===== config.mk =====
export PLATFORM = sky130hd
export DESIGN_NAME = tick_timer
export DESIGN_NICKNAME = d
export VERILOG_FILES = /design/src/rtl/tt_pkg.sv /design/src/rtl/tt_match.sv /design/src/rtl/tt_counter.sv /design/src/rtl/tt_mode_reg.sv /design/src/rtl/tick_timer.sv
export SDC_FILE = /design/constraint.sdc
export NUM_CORES = 1
export LEC_CHECK = 0
export CAP_MARGIN = 20
export CORE_MARGIN = 1
export CORE_UTILIZATION = 56
export DETAILED_ROUTE_END_ITERATION = 8
export MAX_ROUTING_LAYER = met4
export PLACE_DENSITY = 0.85
export RECOVER_POWER = 25
export SETUP_SLACK_MARGIN = 0.5
export SLEW_MARGIN = 20
export SYNTH_ARGS = -nofsm -noshare
export SYNTH_HDL_FRONTEND = slang
export SYNTH_SLANG_ARGS = --single-unit

===== constraint.sdc =====
create_clock -name clk -period 4 [get_ports clk]
set_clock_uncertainty 0.15 [all_clocks]
set_input_delay 0.4 -clock clk [delete_from_list [all_inputs] [get_ports clk]]
set_output_delay 0.4 -clock clk [all_outputs]
set_load 0.05 [all_outputs]

===== src/rtl/tt_pkg.sv =====
package tt_pkg;
  typedef enum logic [1:0] {
    TT_OFF     = 2'b00,
    TT_RESTART = 2'b01,
    TT_ONESHOT = 2'b10,
    TT_CONT    = 2'b11
  } tt_mode_e;
endpackage


===== src/rtl/tt_match.sv =====
module tt_match #(
  parameter int CNT_W = 32,
  parameter int PER_W = CNT_W - 4
) (
  input  logic [CNT_W-1:0] cnt_i,
  input  logic [PER_W-1:0] period_i,
  input  logic             run_i,
  input  logic             tick_i,
  input  logic             cnt_wr_i,
  output logic [CNT_W-1:0] nxt_o,
  output logic             hit_o
);
  logic eq;

  assign nxt_o = cnt_i + {{(CNT_W-1){1'b0}}, 1'b1};

  generate
    if (PER_W >= CNT_W) begin : g_full
      assign eq = (nxt_o == period_i[CNT_W-1:0]);
    end else begin : g_low
      assign eq = (nxt_o[PER_W-1:0] == period_i);
    end
  endgenerate

  // a write to the count wins over the tick, so it also suppresses the match
  assign hit_o = tick_i & run_i & ~cnt_wr_i & eq;
endmodule


===== src/rtl/tt_counter.sv =====
module tt_counter
  import tt_pkg::*;
#(
  parameter int CNT_W = 32
) (
  input  logic             clk,
  input  logic             rst,
  input  logic             tick_i,
  input  logic             cnt_wr_i,
  input  logic [CNT_W-1:0] wdata_i,
  input  logic             mode_wr_i,
  input  tt_mode_e         mode_i,
  input  logic             hit_i,
  input  logic [CNT_W-1:0] nxt_i,
  output logic [CNT_W-1:0] cnt_o,
  output logic             run_o
);
  logic [CNT_W-1:0] cnt_q;
  logic             halted_q;

  assign run_o = (mode_i != TT_OFF) & ~halted_q;
  assign cnt_o = cnt_q;

  always_ff @(posedge clk) begin
    if (rst) begin
      halted_q <= 1'b0;
    end else if (mode_wr_i) begin
      halted_q <= 1'b0;
    end else if (hit_i && mode_i == TT_ONESHOT) begin
      halted_q <= 1'b1;
    end
  end

  always_ff @(posedge clk) begin
    if (rst) begin
      cnt_q <= '0;
    end else if (cnt_wr_i) begin
      cnt_q <= wdata_i;
    end else if (hit_i && mode_i == TT_RESTART) begin
      cnt_q <= '0;
    end else if (tick_i && run_o) begin
      cnt_q <= nxt_i;
    end
  end


  idle_hold_chk: assert property (@(posedge clk) disable iff (rst)
    (!cnt_wr_i && !(tick_i && run_o)) |=> $stable(cnt_q));


  restart_zero_chk: assert property (@(posedge clk) disable iff (rst)
    (hit_i && mode_i == TT_RESTART) |=> (cnt_q == '0));


  halt_hold_chk: assert property (@(posedge clk) disable iff (rst)
    (halted_q && !cnt_wr_i && !mode_wr_i) |=> $stable(cnt_q));
endmodule


===== src/rtl/tt_mode_reg.sv =====
module tt_mode_reg
  import tt_pkg::*;
#(
  parameter int CNT_W = 32,
  parameter int PER_W = CNT_W - 4
) (
  input  logic             clk,
  input  logic             rst,
  input  logic             wr_i,
  input  logic [CNT_W-1:0] wdata_i,
  input  logic             hit_i,
  output tt_mode_e         mode_o,
  output logic             ie_o,
  output logic             pend_o,
  output logic [PER_W-1:0] period_o,
  output logic             irq_o
);
  localparam int PEND_B = PER_W;
  localparam int IE_B   = PER_W + 1;
  localparam int MODE_L = PER_W + 2;

  tt_mode_e         mode_q;
  logic             ie_q, pend_q, irq_q;
  logic [PER_W-1:0] period_q;
  logic             ie_d, pend_d;

  always_comb begin
    ie_d   = wr_i ? wdata_i[IE_B] : ie_q;
    pend_d = (wr_i ? wdata_i[PEND_B] : pend_q) | (hit_i & ie_q);
  end

  always_ff @(posedge clk) begin
    if (rst) begin
      mode_q   <= TT_OFF;
      ie_q     <= 1'b0;
      pend_q   <= 1'b0;
      period_q <= '0;
      irq_q    <= 1'b0;
    end else begin
      if (wr_i) begin
        mode_q   <= tt_mode_e'(wdata_i[MODE_L +: 2]);
        period_q <= wdata_i[PER_W-1:0];
      end
      ie_q   <= ie_d;
      pend_q <= pend_d;
      irq_q  <= pend_d & ie_d;
    end
  end

  assign mode_o   = mode_q;
  assign ie_o     = ie_q;
  assign pend_o   = pend_q;
  assign period_o = period_q;
  assign irq_o    = irq_q;


  pend_set_chk: assert property (@(posedge clk) disable iff (rst)
    (hit_i && ie_q) |=> pend_q);


  pend_keep_chk: assert property (@(posedge clk) disable iff (rst)
    (!wr_i && !hit_i) |=> $stable(pend_q));
endmodule


===== src/rtl/tick_timer.sv =====
module tick_timer
  import tt_pkg::*;
#(
  parameter int CNT_W = 32
) (
  input  logic             clk,
  input  logic             rst,
  input  logic             tick_en,
  input  logic             reg_wr,
  input  logic             reg_addr,
  input  logic [CNT_W-1:0] reg_wdata,
  output logic [CNT_W-1:0] reg_rdata,
  output logic             irq_o
);
  localparam int PER_W = CNT_W - 4;

  logic             cnt_wr, mode_wr, hit, run;
  logic [CNT_W-1:0] cnt, nxt, rdata_q;
  tt_mode_e         mode;
  logic             ie, pend;
  logic [PER_W-1:0] period;

  assign cnt_wr  = reg_wr & ~reg_addr;
  assign mode_wr = reg_wr &  reg_addr;

  tt_match #(.CNT_W(CNT_W), .PER_W(PER_W)) u_match (
    .cnt_i(cnt), .period_i(period), .run_i(run), .tick_i(tick_en),
    .cnt_wr_i(cnt_wr), .nxt_o(nxt), .hit_o(hit)
  );

  tt_counter #(.CNT_W(CNT_W)) u_cnt (
    .clk(clk), .rst(rst), .tick_i(tick_en), .cnt_wr_i(cnt_wr),
    .wdata_i(reg_wdata), .mode_wr_i(mode_wr), .mode_i(mode),
    .hit_i(hit), .nxt_i(nxt), .cnt_o(cnt), .run_o(run)
  );

  tt_mode_reg #(.CNT_W(CNT_W), .PER_W(PER_W)) u_mode (
    .clk(clk), .rst(rst), .wr_i(mode_wr), .wdata_i(reg_wdata),
    .hit_i(hit), .mode_o(mode), .ie_o(ie), .pend_o(pend),
    .period_o(period), .irq_o(irq_o)
  );

  always_ff @(posedge clk) begin
    if (rst) rdata_q <= '0;
    else     rdata_q <= reg_addr ? {mode, ie, pend, period} : cnt;
  end
  assign reg_rdata = rdata_q;


  off_nohit_chk: assert property (@(posedge clk) disable iff (rst)
    (mode == TT_OFF) |-> !hit);


  irq_en_chk: assert property (@(posedge clk) disable iff (rst)
    irq_o |-> (ie && pend));
endmodule


==> results by group, run 1 <==
Placed design
  • Dpl cell area: roughly 6400 sq um
  • Final HPWL DP: 11300 microns
  • GP Congestion: 0.964
  • # port buffers: 69
  • Pre-CTS setup slack: 0.513 ns

Final layout
  • Fillers: 856
  • Post-route cell area: about 6600 sq um
  • # diodes: 0
  • Multi-input logic area: roughly 3400 sq um
  • Layout cells sized above 1: 0.0781
  • FF+latch area: around 2000 sq um
  • Final net count: 814
  • Layout area overhead: 16.6%

Clocking
  • Clock buffer depth: 2
  • Clk root buf: clkbuf_8
  • CTS Hold Bufs: 0
  • H-tree depth: 3
  • TritonCTS buffer count: 9
  • Skew-Pair Late Insertion Delay: 0.39 ns
  • Clock sinks: 98
  • CTS tree: built
  • Clk slew on worst S/H paths: 0.10 ns
  • Post-CTS setup buffers: 0

Drt
  • DR DRC count: 0
  • Iter 0 DRT Violations: between 300 and 400
  • DR pass1 iterations: 5
  • Drt total wl: 16200 microns
  • Post-DR wirelength/cell: 17.7 microns
  • Routed Antenna Nets: 0
  • Vias per cell: 6.22
  • DR vias: 5687

Global routing
  • GRT Resource Usage Total: 0.331
  • Initial antenna violation count: 0
  • Largest net degree at the start of global routing: 83
  • Number of global-route vias before repair: approximately 5300
  • First-pass GRT wire length: approximately 26000 microns
  • Global route overflow: 0

Hold path
  • Worst hold start: u_mode.period_o[20]
  • Hold Path Class: reg -> reg

Power and ir drop
  • Pwr dens: 340 nW/um^2
  • Clk network pwr share: 0.299
  • Combinational cell fraction of total power: 0.200
  • Worst VDD drop: 0.000198 V
  • Switch share: 0.324
  • Pleak: 2.29 nW
  • Psw: ~730 uW
  • Power Total: 2.24 mW
  • Sequential power share: 0.501
  • Power Internal: 1.51 mW

Worst setup path
  • RR Endpoint: u_cnt.cnt_o[31]
  • R2R depth: 11
  • Crit path launch type: flop
  • Reg2reg setup slack: 0.65 ns
  • CP required: 4.07 ns
  • CP endpoint: u_cnt.cnt_o[31]
  • Critical Path Sink Type: flop
  • Worst EP arrival: 3.43 ns
  • CP Max Fanout: 12
  • Worst setup path start: u_cnt.cnt_o[1]
  • Crit Path Category: reg -> reg
  • RR Startpoint: u_cnt.cnt_o[1]

Timing
  • Setup TNS: 0 ns
  • Worst-margin pin slew: 1.57 ns
  • Fin crit period: 3.35 ns
  • Final worst-path cycle share: 0.838
  • RSZ-0062 raised after global routing: false
  • WHS: 0.343 ns
  • Final Hold Viols: 0
  • Pins Over Slew Limit: 83
  • Fmax: 298 MHz
  • Slew Limit Headroom: -0.0443
  • Slack of the critical path: 0.647 ns
  • Setup-failing EPs final: 0

Synthesis
  • Post-synth net total: 784
  • Mapped cell area: 5650 sq um
  • Top_reg_cell synth: dfxtp_1
  • Cell variety after synth: 60
  • Synth warnings: 0
  • Post-synthesis sequential area ratio: 0.347
  • Ys async rst share: 0
  • Mean post-synth cell area: 7.58 sq um
  • FF+latch count, synth: 98
  • Post-Syn Instances: 746
  • Post-synth EDFFs: 0

Status
  • Failing checks: max-capacitance violations, max-slew violations
  • Outcome: complete, but fails checks

Floorplan
  • Initial Utilization: 0.578
  • FP Rows: 36
  • CORE AREA: slightly below 10000 sq um
  • Die Area: approximately 10000 sq um
  • IO Pins: 70
  • Die Width: 102 microns
  • Vert. Die Dim: between 100 and 150 microns

Flow run
  • Max_cap viols: 1
-- cell usage in the layout (no fill, tap or decap), types with 19 or more instances in the layout --
cell	Yosys	layout
nand3_1	26	26
mux2i_1	35	34
nand2_1	99	99
buf_4	4	20
clkdlybuf4s50_1	0	67
nand4_1	24	24
xnor2_1	19	19
nor2_1	88	88
dfxtp_1	98	91
a31oi_1	20	20
a21oi_1	57	57
nor3_1	31	31
-- Yosys cell counts (all sizes together) (3+ instances only) --
cell	count	area (sq um)
o21a	3	22.5
o21ai	23	115
nor2	88	330
a311oi	5	43.8
buf	28	151
inv	10	37.5
nor3	31	155
and3	3	18.8
clkbuf	43	161
nor4	20	146
xnor2	20	183
o211ai	6	45.0
xor2	13	114
nor3b	5	37.5
nand3	27	148
nand4b	3	26.3
a21oi	57	285
o21bai	7	52.6
or4	8	60.1
a31oi	20	125
nor2b	7	43.8
nand2b	4	25.0
a211oi	14	110
and4	7	61.3
and2	8	50.1
dfxtp	98	1960
mux2i	35	350
o31ai	7	52.6
nand4	25	163
nand2	99	372
-- stage by stage --
step / utilization / cells
2_1_floorplan: - / 746
3_3_place_gp: 0.650 / 898
3_5_place_dp: 0.650 / 898
4_1_cts: 0.671 / 914
5_1_grt: 0.674 / 914
6_report: 0.674 / 914
-- flip-flops by register name, summed over array words and instances (netlist names) --
| signal | count |
|---|---|
| u_mode.ie_o | 1 |
| u_mode.mode_o | 2 |
| reg_rdata | 32 |
| u_mode.pend_o | 1 |
| u_mode.irq_o | 1 |
| u_cnt.halted_q | 1 |
| u_mode.period_o | 28 |
| u_cnt.cnt_o | 32 |
-- metal layers --
metal	vias up	global-route usage	wire length (microns)
met5	-	-	0
met3	34	0.0636	979
met1	2703	0.389	6760
li1	2715	-	-
met4	0	0.123	373
met2	235	0.557	8070
-- what timing repair did --
item,4_1_cts,5_1_grt
pin swaps,0,0
endpoints found under the setup margin,1,30
gates resized for setup,2,15
-- worst min path at each step --
stage | end | slack (ns) | cells past startpoint
after floorplan | u_mode.period_o[7] | 0.31 | 2
after global placement | u_mode.period_o[5] | 0.32 | 2
after detailed placement | u_mode.period_o[5] | 0.33 | 2
after CTS | u_mode.period_o[5] | 0.34 | 2
after global routing | u_mode.period_o[5] | 0.37 | 2
final | u_mode.period_o[20] | 0.34 | 2
-- cells by family (layout without fill, tap and decap cells) --
family,Yosys count,count (layout),synth area share
xor gates and xnor gates,33,33,0.0525
DFF,98,98,0.347
muxes,35,35,0.0620
adders and majority gates,1,1,0.00221
and+or+nand+nor,344,344,0.303
AOI/OAI and AO/OA,154,154,0.171
buffers and inverters,81,116,0.0620
-- power by group through the flow --
| stage | Clock (mW) | Combinational (mW) | Sequential (mW) |
|---|---|---|---|
| 2_1_floorplan | 0 | 0.294 | 1.14 |
| 3_3_place_gp | 0 | 0.434 | 1.13 |
| 3_5_place_dp | 0 | 0.441 | 1.14 |
| 4_1_cts | 0.673 | 0.444 | 1.11 |
| 5_1_grt | 0.718 | 0.487 | 1.13 |
| 6_report | 0.670 | 0.449 | 1.12 |
-- area by class of cell --
cell class              instances  area share
clock buffers                   9      0.0188
inverters                      10     0.00570
well taps                     133      0.0253
flip-flops and latches         98       0.299
repair buffers                 90       0.126
clock inverters                 7      0.0114
multi-input cells             567       0.513
-- worst max-delay path, cell delays in order (launching register included) --
cell and delay [ns]:
dfxtp_1 0.38, ha_4 0.21, xnor2_1 0.34, o22ai_1 0.15, or4b_1 0.55, a2111oi_2 0.37
nand4_1 0.14, and4b_1 0.27, nand3_1 0.10, buf_4 0.21, a221oi_2 0.21, a211oi_1 0.10
(Power assumes the default switching activity.)
==> inputs of run 2 (changes only) <==
==> constraint.sdc (replaced) <==
create_clock -name clk -period 3.5 [get_ports clk]
set_clock_uncertainty 0.15 [all_clocks]
set_input_delay 0.35 -clock clk [delete_from_list [all_inputs] [get_ports clk]]
set_output_delay 0.35 -clock clk [all_outputs]
set_load 0.05 [all_outputs]
==> run 2 against run 1 <==
The run now ends clean. Sequential share of layout area is 1.6 points lower. Combinational power increased by 27%. First-iteration DRC count decreased by 18%. Die area is the same. Clock power is 23% higher. Global-route usage up 1.2 points. Count of clock-buffer cells in the layout rose by 2. Setup slack worse by 0.31 ns. Fmax is 6.2% higher. Critical endpoint unchanged. Largest cell class unchanged.
==> results by group, run 2 (synthesis gave the netlist of run 1 again) <==
Global routing
  • Initial antenna violation count: 0
  • Global route overflow: 0
  • Number of global-route vias before repair: 5570
  • GRT Resource Usage Total: 0.343
  • First-pass GRT wire length: around 27000 microns
  • Largest net degree at the start of global routing: 75

Final layout
  • Layout area overhead: 26.5%
  • Layout cells sized above 1: 0.163
  • Post-Layout Cell Count: roughly 950
  • Fillers: 775
  • # diodes: 0
  • Commonest non-fill, non-tap cell in the layout: nand2_1
  • Final net count: about 850
  • Commonest non-fill, non-tap cells in the layout: 99 x nand2_1, 88 x nor2_1, 76 x dfxtp_1

Worst setup path
  • R2R depth: 10
  • Crit path launch type: flop
  • CP max-delay cell: or4_4
  • Reg2reg setup slack: 0.34 ns
  • Worst path max stage delay: 0.51 ns
  • CP Max Fanout: 12
  • Crit Path Category: reg -> reg
  • RR Endpoint: u_cnt.cnt_o[31]
  • Critical Path Sink Type: flop
  • RR Startpoint: u_cnt.cnt_o[6]
  • CP Buf/Inv Count: 1
  • Crit-path leading delay family: simple AND/OR/NAND/NOR gates
  • CP Cell Sequence: and4_4, nand4_1, or4_4, o21a_1, a22o_1, a211oi_4, nand3_1, buf_6, a221oi_2, a211oi_1
  • CP required: 3.57 ns
  • Worst EP arrival: 3.23 ns

Timing
  • RSZ-0062 raised after global routing: true
  • Setup TNS: 0 ns
  • Fmax: 317 MHz
  • Slack of the critical path: 0.342 ns
  • Worst-margin pin slew: 1.45 ns
  • Fin crit period: 3.16 ns
  • WHS: 0.334 ns
  • Final Hold Viols: 0
  • Pins Over Slew Limit: 0
  • Final worst-path cycle share: 0.902
  • Setup-failing EPs final: 0
  • Slew Limit Headroom: 0.0341

Clocking
  • Skew-Pair Late Insertion Delay: roughly 0.38 ns
  • Clock buffer depth: 2
  • TritonCTS buffer count: 9
  • Clk slew on worst S/H paths: ~0.10 ns
  • H-tree depth: 3
  • Clock sinks: slightly below 100
  • CTS tree: built
  • Clk root buf: clkbuf_8

Drt
  • Drt total wl: 17100 microns
  • DR vias: roughly 5900
  • Post-DR wirelength/cell: 17.9 microns
  • Vias per cell: between 6 and 7
  • Iter 0 DRT Violations: 327
  • DR pass1 iterations: 5
  • DR DRC count: 0
  • Routed Antenna Nets: 0

Power and ir drop
  • Clk network pwr share: 0.309
  • Switch share: 0.309
  • Psw: 826 uW
  • Worst VDD drop: 0.000261 V
  • Power Total: around 2.7 mW
  • Sequential power share: 0.478
  • Combinational cell fraction of total power: 0.213
  • Pwr dens: approximately 370 nW/um^2
  • Pleak: 2.57 nW
  • Power Internal: approximately 1.8 mW

Hold path
  • Hold Path Class: reg -> reg
  • Worst hold start: u_mode.period_o[5]
  • Hold EP: u_mode.period_o[5]
  • Hold Crit Depth: 2

Floorplan
  • Vert. Die Dim: 102 microns
  • Die Width: 102 microns
  • Initial Utilization: 0.578
  • FP Rows: 36
  • Die Area: around 10000 sq um
  • CORE AREA: between 9000 and 10000 sq um
  • IO Pins: 70

Placed design
  • # port buffers: 69
  • GP Congestion: 0.976
  • Dpl cells: between 900 and 1000
  • Final HPWL DP: 11200 microns
  • Pre-CTS setup slack: 0.0837 ns

Status
  • Outcome: finished, final reports clean

Flow run
  • Max_cap viols: 0
run 2: cell count changes in the layout (fill, tap and decap cells not counted), sizes merged:
cell | before | now
inv | 12 | 10
clkbuf | 12 | 14
bufinv | 1 | 2
buf | 20 | 59
clkinvlp | 3 | 1
clkinv | 1 | 2
run 2: worst reg2reg max path, cell delays in order, from the launching register on:
cell      delay, ns
dfxtp_4        0.40
and4_4         0.29
nand4_1        0.17
or4_4          0.51
o21a_1         0.13
a22o_1         0.27
a211oi_4       0.36
nand3_1        0.21
buf_6          0.20
a221oi_2       0.22
a211oi_1       0.10
run 2: cell type report:
type	instances	area [sq um]	share of cell area
clock buffers	11	141	0.0198
clock inverters	5	77.6	0.0109
inverters	10	37.5	0.00525
multi-input cells	567	3540	0.495
flip-flops and latches	98	2020	0.283
well taps	133	166	0.0233
repair buffers	129	1160	0.163
run 2: worst max path at each step:
stage	startpoint	endpoint	depth (start not counted)
3_3_place_gp	tick_en	u_cnt.cnt_o[31]	10
5_1_grt	u_cnt.cnt_o[1]	u_cnt.cnt_o[31]	12
4_1_cts	u_cnt.cnt_o[0]	u_cnt.cnt_o[8]	11
6_report	u_cnt.cnt_o[6]	u_cnt.cnt_o[31]	10
3_5_place_dp	tick_en	u_cnt.cnt_o[31]	10
2_1_floorplan	u_cnt.cnt_o[0]	u_cnt.cnt_o[11]	13
run 2: stage by stage:
stage,area [sq um],utilization
2_1_floorplan,5670,-
3_3_place_gp,6450,0.660
3_5_place_dp,6450,0.660
4_1_cts,6910,0.707
5_1_grt,7150,0.731
6_report,7150,0.731
run 2: per-layer routing:
metal	global-route usage	share of wire	vias up
li1	-	-	2798
met1	0.399	0.40	2780
met2	0.572	0.49	296
met3	0.0527	0.070	67
met4	0.169	0.039	0
met5	-	0	-
run 2: what timing repair did:
| item | CTS | global route |
|---|---|---|
| cloned | 1 | 0 |
| hold buffers | 0 | 0 |
| endpoints found under the setup margin | 35 | 34 |
| gates resized for setup | 51 | 32 |
| buffers inserted | 10 | 17 |
| pin swaps | 16 | 12 |
run 2: power groups by stage:
stage	registers [mW]	logic [mW]	clock network, mW
global route	1.29	0.617	0.872
global placement	1.29	0.504	0
finish	1.28	0.570	0.826
CTS	1.28	0.538	0.822
detailed placement	1.30	0.512	0
floorplan	1.30	0.337	0
==> inputs of run 3 (changes only) <==
--- a/config.mk
+++ b/config.mk
@@ -7,10 +7,10 @@
 export LEC_CHECK = 0
 export CAP_MARGIN = 20
 export CORE_MARGIN = 1
-export CORE_UTILIZATION = 56
+export CORE_UTILIZATION = 51
 export DETAILED_ROUTE_END_ITERATION = 8
 export MAX_ROUTING_LAYER = met4
-export PLACE_DENSITY = 0.85
+export PLACE_DENSITY = 0.82
 export RECOVER_POWER = 25
 export SETUP_SLACK_MARGIN = 0.5
 export SLEW_MARGIN = 20
==> constraint.sdc (replaced) <==
create_clock -name clk -period 2.78 [get_ports clk]
set_clock_uncertainty 0.15 [all_clocks]
set_input_delay 0.278 -clock clk [delete_from_list [all_inputs] [get_ports clk]]
set_output_delay 0.278 -clock clk [all_outputs]
set_load 0.05 [all_outputs]
==> run 3 against run 2 <==
The flow now finishes with violations (design-rule violations, negative setup slack). Non-clock buffer count grew 74. Setup slack lost 0.60 ns. Clock power grew 18%. Sequential share of layout area shrank 3.0 points. Critical path type unchanged.
==> results by group, run 3 (synthesis gave the netlist of run 1 again) <==
Worst setup path
  • Crit-path leading delay family: simple AND/OR/NAND/NOR gates
  • Crit path launch type: flop
  • R2R depth: 11
  • RR Startpoint: u_cnt.cnt_o[0]
  • CP Cell Sequence: ha_4, xnor2_4, o22ai_4, or4b_4, a2111oi_4, nand4_1, and4b_2, nand3_4, buf_6, a31oi_4, a211oi_2
  • CP Max Fanout: 5
  • CP required: 2.90 ns
  • CP endpoint: u_cnt.cnt_o[27]
  • Crit Path Category: reg -> reg
  • CP max-delay cell: or4b_4
  • Reg2reg setup slack: -0.26 ns
  • Worst path depth: 11
  • Worst EP arrival: 3.16 ns
  • Worst setup path start: u_cnt.cnt_o[0]
  • CP Buf/Inv Count: 1
  • RR Endpoint: u_cnt.cnt_o[27]
  • Critical Path Sink Type: flop
  • Worst path max stage delay: between 0.5 and 0.6 ns

Timing
  • Setup-failing EPs final: 32
  • Pins Over Slew Limit: 0
  • Fmax: approximately 330 MHz
  • Final Hold Viols: 0
  • Slew Limit Headroom: 0.174
  • Worst-margin pin slew: 1.24 ns
  • Setup TNS: -4.93 ns
  • RSZ-0062 raised after global routing: true
  • Fin crit period: 3.04 ns
  • Slack of the critical path: -0.261 ns
  • Final worst-path cycle share: 1.09

Global routing
  • Number of global-route vias before repair: 5940
  • Global route overflow: 0
  • GRT Resource Usage Total: 0.329
  • First-pass GRT wire length: 28900 microns
  • Largest net degree at the start of global routing: between 40 and 50
  • Initial antenna violation count: 0

Placed design
  • Final HPWL DP: 12700 microns
  • # port buffers: 69
  • GP Congestion: approximately 0.96

Final layout
  • Layout cells sized above 1: 0.270
  • Commonest non-fill, non-tap cells in the layout: 123 x buf_4, 99 x nand2_1, 88 x nor2_1
  • Layout area overhead: 39.3%
  • Fillers: 828
  • Final net count: just over 900
  • # diodes: 0
  • Commonest non-fill, non-tap cell in the layout: buf_4

Floorplan
  • CORE AREA: 10800 sq um
  • Die Width: roughly 110 microns
  • Die Area: 11500 sq um
  • IO Pins: 70
  • Vert. Die Dim: 107 microns
  • Initial Utilization: 0.521
  • FP Rows: 38

Hold path
  • Hold Path Class: in -> reg

Clocking
  • Clock sinks: 98
  • Clock buffer depth: 2
  • Skew-Pair Late Insertion Delay: slightly below 0.4 ns
  • Clk slew on worst S/H paths: 0.10 ns
  • CTS tree: built
  • CTS Hold Bufs: 0
  • Clk root buf: clkbuf_8
  • TritonCTS buffer count: 9
  • H-tree depth: 3

Drt
  • Iter 0 DRT Violations: 516
  • Drt total wl: 18300 microns
  • DR DRC count: 2
  • Routed Antenna Nets: 0
  • DR vias: 6224
  • Post-DR wirelength/cell: 17.7 microns
  • Vias per cell: 6.02
  • DR pass1 iterations: 7

Status
  • Outcome: complete, but fails checks
  • Failing checks: design-rule violations, negative setup slack

Power and ir drop
  • Worst VDD drop: between 0.0003 and 0.0004 V
  • Pwr dens: between 400 and 500 nW/um^2
  • Power Total: 3.42 mW
  • Pleak: 2.94 nW

Flow run
  • Max_cap viols: 0
## run 3: cell count changes in the layout (fill, tap and decap cells not counted), sizes merged
cell | before | now
buf | 59 | 134
bufinv | 2 | 1
clkinv | 2 | 1
clkinvlp | 1 | 2
## run 3: worst min-delay path by stage
stage | startpoint | end | slack (ns) | cells past startpoint
after global routing | rst | reg_rdata[12] | 0.14 | 2
after CTS | rst | reg_rdata[10] | 0.11 | 2
after floorplan | reg_wdata[31] | u_mode.mode_o[1] | 0.26 | 2
final | rst | reg_rdata[10] | 0.13 | 2
after global placement | u_mode.period_o[6] | u_mode.period_o[6] | 0.32 | 2
after detailed placement | u_mode.period_o[11] | u_mode.period_o[11] | 0.33 | 2
## run 3: timing repair
action	4_1_cts	5_1_grt
setup buffers	15	0
cloned	1	0
gates resized for setup	58	41
setup endpoints to repair	35	35
pin swaps	14	28
## run 3: report_power, final
group / switching, mW / internal, mW
logic: 0.481 / 0.386
clock network: 0.510 / 0.464
registers: 0.0890 / 1.49
## run 3: worst reg2reg max path: cells and delay by family (launching register included)
kind,cells,cell delay (ns)
XOR/XNOR,1,0.18
buffers and inverters,1,0.18
AO/OA/AOI/OAI,4,0.68
flip-flops,1,0.38
adder cells (fa/ha/maj),1,0.19
AND/OR/NAND/NOR,4,1.16
## run 3: area by class of cell
| type | count | area [sq um] | area share |
|---|---|---|---|
| Inverter | 10 | 37.5 | 0.00477 |
| Tap cell | 140 | 175 | 0.0223 |
| Clock buffer | 12 | 155 | 0.0197 |
| Clock inverter | 4 | 50.0 | 0.00636 |
| Multi-Input combinational cell | 567 | 3720 | 0.473 |
| Sequential cell | 98 | 1990 | 0.253 |
| Timing Repair Buffer | 203 | 1740 | 0.221 |
## run 3: stage by stage
step | hold slack, ns | setup slack [ns] | utilization | instance area (sq um) | instances
global route | 0.138 | -0.346 | 0.726 | 7870 | 1034
detailed placement | 0.326 | -0.521 | 0.662 | 7180 | 1002
finish | 0.125 | -0.261 | 0.726 | 7870 | 1034
global placement | 0.319 | -0.380 | 0.662 | 7180 | 1002
floorplan | 0.256 | -0.129 | - | 5780 | 746
CTS | 0.111 | -0.152 | 0.710 | 7700 | 1034
## run 3: metal layers
metal,routed length [microns],track usage,up-vias
li1,-,-,2952
met1,7820,0.410,3002
met2,8860,0.531,239
met3,1250,0.0678,31
met4,328,0.112,0
met5,0,-,-
